**src/rtl/serial_sample_negator.sv**
```systemverilog
module serial_sample_negator #(
  parameter int W = 16
) (
  input  logic clk,
  input  logic rst_n,
  input  logic neg_i,
  input  logic ws_i,
  input  logic sd_i,
  output logic ws_o,
  output logic sd_o
);
  localparam int CW = $clog2(W);
  localparam logic [W-1:0] SAT = {1'b0, {(W-1){1'b1}}};

  logic          ws_prev, pol_q, seen_q;
  logic [CW-1:0] cnt_q;
  logic [W-1:0]  word_q, wsd_q;

  wire          start = ws_i ^ ws_prev;
  wire          pol   = start ? neg_i : pol_q;
  wire          seen  = start ? 1'b0 : seen_q;
  wire [CW-1:0] idx   = start ? '0 : cnt_q;
  wire          last  = (idx == CW'(W-1));
  wire          nbit  = sd_i ^ (pol & seen);
  wire          sat   = pol & last & sd_i & ~seen;

  always_ff @(posedge clk or negedge rst_n) begin
    if (!rst_n) begin
      ws_prev <= 1'b0;
      pol_q   <= 1'b0;
      seen_q  <= 1'b0;
      cnt_q   <= '0;
      word_q  <= '0;
      wsd_q   <= '0;
      sd_o    <= 1'b0;
      ws_o    <= 1'b0;
    end else begin
      ws_prev <= ws_i;
      pol_q   <= pol;
      seen_q  <= seen | sd_i;
      cnt_q   <= last ? '0 : idx + CW'(1);
      word_q  <= sat ? SAT : {nbit, word_q[W-1:1]};
      wsd_q   <= {ws_i, wsd_q[W-1:1]};
      sd_o    <= word_q[0];
      ws_o    <= wsd_q[0];
    end
  end
endmodule

```
**config.mk**
```make
export PLATFORM = sky130hd
export DESIGN_NAME = serial_sample_negator
export DESIGN_NICKNAME = d
export VERILOG_FILES = /design/src/rtl/serial_sample_negator.sv
export SDC_FILE = /design/constraint.sdc
export NUM_CORES = 1
export LEC_CHECK = 0
export ABC_CLOCK_PERIOD_IN_PS = 1650
export BUFFER_PORTS_ARGS = -buffer_cell sky130_fd_sc_hd__buf_2
export CAP_MARGIN = 10
export CORE_MARGIN = 1
export CORE_UTILIZATION = 51
export DETAILED_ROUTE_END_ITERATION = 10
export HOLD_SLACK_MARGIN = 0.15
export PLACE_DENSITY = 0.71
export SLEW_MARGIN = 20
export SYNTH_ARGS = -nofsm -noshare
export SYNTH_HDL_FRONTEND = slang
export SYNTH_SLANG_ARGS = --single-unit
```
**constraint.sdc**
```tcl
create_clock -name clk -period 1.65 [get_ports clk]
set_input_delay 0.33 -clock clk [delete_from_list [all_inputs] [get_ports clk]]
set_output_delay 0.33 -clock clk [all_outputs]
set_load 0.02 [all_outputs]
```
# After elaboration in Yosys (flattened, before gate mapping)
# Cells that the tools add are included.
# totals
inputBits	5
reg_bits	41
# op_classes
eq_ne	1
bitwise	8
mux	5
n_addsub	1
# ops
operator	n
$mux 16	1
$mux 4	2
$add 4x1->4 const B	1
$and 1x1->1	4
$eq 4x4->1 const B	1
$mux 1	2
$xor 1x1->1	2
$not 1->1	1
$or 1x1->1	1

# Depth between registers and ports, before layout
# logic_depth
depth_word	7
ltp_mapped	7
depth_no_buf	6

# Worst setup path before layout
# OpenSTA, ideal clock, no wires.
# synth_timing
path_type	flip-flop to flip-flop
from	reg ws_prev
to	reg word_q[10]
setup_slack_ns	-0.075
path_buffers	1
period_less_slack_ns	1.725
arrival_time_ns	1.659
path_stages_with_launch	8
setup_ns	0.066
path_cell_list	dfrtp_1 -> xnor2_4 -> and2_2 -> ha_1 -> and3_1 -> nand4_4 -> buf_6 -> nand2b_1
# synth_between
elab_chain_cells	7
elab_cells_between_ends	10
classes_between	eq/ne (1); mux (4); bitwise (5)
# synth_lines
element	line_no	rtl
from (decl)	15	logic ws_prev, pol_q, seen_q;
from (signal assigned)	38	ws_prev <= ws_i;
$xor 1x1->1 *	19	wire start = ws_i ^ ws_prev;
$mux 4	22	wire [CW-1:0] idx = start ? '0 : cnt_q;
$eq 4x4->1	23	wire last = (idx == CW'(W-1));
$and 1x1->1 (2 in a row)	25	wire sat = pol & last & sd_i & ~seen;
$and 1x1->1 *	25	
$mux 16 *	42	word_q <= sat ? SAT : {nbit, word_q[W-1:1]};
to (signal assigned)	42	
to (decl)	17	logic [W-1:0] word_q, wsd_q;
# Mark *: on every way between the ends. The rest lies on a longest branch, timed or not.

# Worst setup path after layout
# layout_timing
from	reg ws_prev
to	reg word_q[13]
# Same word-level chain as after synthesis.

==> flow_summary_export.csv <==
group,metric,value,unit
clock_tree,numCtsBuffers,5,
critical_path,cp-end-kind,"register",
routing,wirelength,1630,µm
pwr,finalPower,1.72,mW
critical_path,worstPathCellList,"xnor2_4, and2_4, ha_4, and3_4, nand4_4, nand2b_1",
critical_path,required,1.92,ns
sta,setup_viol,0,
layout,stdcell_count,122,
pwr,cellLeakagePower,0.670,nW
yosys,yosys_warnings,0,
clock_tree,cts_max_level,2,
layout,n_antenna_cell,0,
sta,rsz0062_at_grt,"no",
clock_tree,clk_pin_slew,0.10,ns
grt,grt_pass1_vias,613,
floorplanning,pin_count,7,
pwr,power_frac_seq,0.653,
critical_path,crit_path_max_incr_delay,0.46,ns
yosys,synth_fp_nets,82,
sta,fin_worst_skew,0.00767,ns
layout,nets,100,
clock_tree,clk_latency,0.33,ns
routing,drt_iter0_drc,2,
sta,worstMarginPinSlew,0.481,ns
yosys,syn_area,1290,µm²
clock_tree,clock-root-buffer,"clkbuf_4",
yosys,synth.avg_cell_area,17.0,µm²
pwr,power.switching,400,µW
yosys,seq_area_frac_synth,0.777,
critical_path,critPathMaxFanout,8,
sta,maxSlewViolCount,0,
sta,max_freq,660,MHz
layout,drive_gt1_frac,0.287,
yosys,synth_cell_types,22,
routing,antenna_left,0,
floorplanning,core,2300,µm²
yosys,synth_area_leaders,"dfrtp_1 78%, nand2b_1 6.3%, xnor2_4 2.1%",
sta,fin_crit_sh,0.918,
pwr,power_per_cell_area,1160,nW/µm²
layout,area_growth,15.3,%
pwr,power_frac_comb,0.096,
clock_tree,clock-sinks,40,
critical_path,startpoint_type,"register",
run,max_cap_violations,0,
grt,antenna_found_initial,0,
layout,layout_common_cells,"39 x dfrtp_1, 13 x nand2b_1, 6 x buf_2",
placement,globalplace.congestion,0.736,
run_status,status,"complete, no violations",
clock_tree,cts_tree,"yes",
critical_path,crit_family,"simple AND/OR/NAND/NOR gates",
critical_path,slowest_stage,"dfrtp_2",
clock_tree,cts_setup_buffers,0,
routing,dr.pass1.iters,4,
grt,grt_max_degree,22,
sta,max_slew_margin,0.679,
floorplanning,die_h,52.3,µm
floorplanning,rows,17,
pwr,intPower,1.32,mW
floorplanning,die_w,52.3,µm
pwr,swShare,0.233,
layout,final_common_cell,"dfrtp_1",
routing,wire_per_inst,13.4,µm
floorplanning,start_util,0.561,
yosys,synthesis.instances,76,
sta,hold_viol_final,0,
yosys,yosys.area.top_type,"dfrtp_1",
placement,place_inst,112,
yosys,synth_top_area_frac,0.777,
routing,vias,597,
grt,grt_pass1_wl,2840,µm
pwr,peakVddDrop,0.793,mV
grt,track_usage,0.157,
layout,n_fill_cell,172,
critical_path,critPathKind,"reg2reg",
floorplanning,dieArea,2730,µm²
pwr,power.share.clock,0.251,
critical_path,cp_num_buf_inv,0,
placement,dp_hpwl,1010,µm
yosys,ys_ff_latch,40,
critical_path,arrival,1.78,ns
placement,io_buffer_count,6,
routing,avgViaCountPerCell,4.89,
sta,fin_crit,1.52,ns
clock_tree,ctsLongestPathBuffers,2,
grt,overflow,0,
min_path,hold_class,"in2reg",
routing,drc,0,
## per-layer routing
metal,global-route usage,up-vias,share of wire
li1,-,288,-
met1,0.213,290,0.50
met2,0.205,14,0.43
met3,0.0609,5,0.049
met4,0.105,0,0.025
met5,0,-,0
## sequential cells by signal (all words and copies together), names as in the netlist
name / count
word_q: 16
pol_q: 1
seen_q: 1
ws_prev: 1
wsd_q: 15
sd_o: 1
cnt_q: 4
ws_o: 1
## power by group through the flow
stage | registers (mW) | clock network, mW | logic [mW]
after floorplan | 1.13 | 0 | 0.0963
after global placement | 1.14 | 0 | 0.152
after detailed placement | 1.14 | 0 | 0.162
after CTS | 1.12 | 0.442 | 0.164
after global routing | 1.14 | 0.497 | 0.191
final | 1.12 | 0.432 | 0.166
## cell families (layout without fill, tap and decap cells)
kind of cell,after synthesis,after routing,share of synthesized area
buffers and inverters,2,19,0.0116
AO/OA/AOI/OAI,7,7,0.0379
adder cells (fa/ha/maj),1,1,0.00971
flip-flops,40,40,0.777
XOR/XNOR,2,2,0.0282
AND/OR/NAND/NOR,23,24,0.127
multiplexers,1,1,0.00874
## synth_stat cells
master	count
a21boi_0	1
xnor2_4	1
a21oi_1	1
nand2b_2	2
nand2_1	1
and2_2	2
dfrtp_1	40
o2111a_1	1
nand4_4	1
inv_1	1
o21ai_0	2
mux2_2	1
xnor2_1	1
a21o_2	1
a31oi_1	1
buf_6	1
nor2_1	1
and3_1	1
nand4b_1	1
nor2b_1	1
nand2b_1	13
ha_1	1
## final cells by class
type	instances	area, µm²	share of cell area
flip-flops and latches	40	1000	0.674
multi-input cells	35	314	0.211
repair buffers	11	85.1	0.0572
clock buffers	6	41.3	0.0278
well taps	28	35.0	0.0236
clock inverters	1	5.00	0.00337
inverters	1	3.75	0.00253
## final timing paths
check | start | end | slack [ns] | depth (start not counted)
setup / recovery | ws_prev$_DFF_PN0_ | word_q[13]$_DFF_PN0_ | 0.13 | 6
hold / removal | sd_i | seen_q$_DFF_PN0_ | 0.22 | 2
setup reg to reg | ws_prev$_DFF_PN0_ | word_q[13]$_DFF_PN0_ | 0.13 | 6
max in group asynchronous | rst_n | ws_prev$_DFF_PN0_ | 0.69 | 3
min in group asynchronous | rst_n | word_q[3]$_DFF_PN0_ | 0.48 | 2
hold reg to reg | wsd_q[6]$_DFF_PN0_ | wsd_q[5]$_DFF_PN0_ | 0.35 | 0
## timing repair
action / in CTS / in global routing
endpoints found under the setup margin: 0 / 15
hold endpoints to repair: 20 / 1
hold buffers: 1 / 1
gates resized for setup: 0 / 2
## metrics by stage
stage	TNS [ns]	area, µm²	hold WS [ns]	utilization	worst slack [ns]
6_report	0	1490	0.222	0.647	0.135
2_1_floorplan	0	1310	0.0344	-	0.0154
3_3_place_gp	0	1400	0.307	0.608	0.0466
4_1_cts	0	1450	0.175	0.633	0.0183
5_1_grt	0	1490	0.204	0.647	0.0137
3_5_place_dp	-0.00645	1400	0.313	0.608	-0.00645
Note: power is estimated with default switching activity, not from simulation.
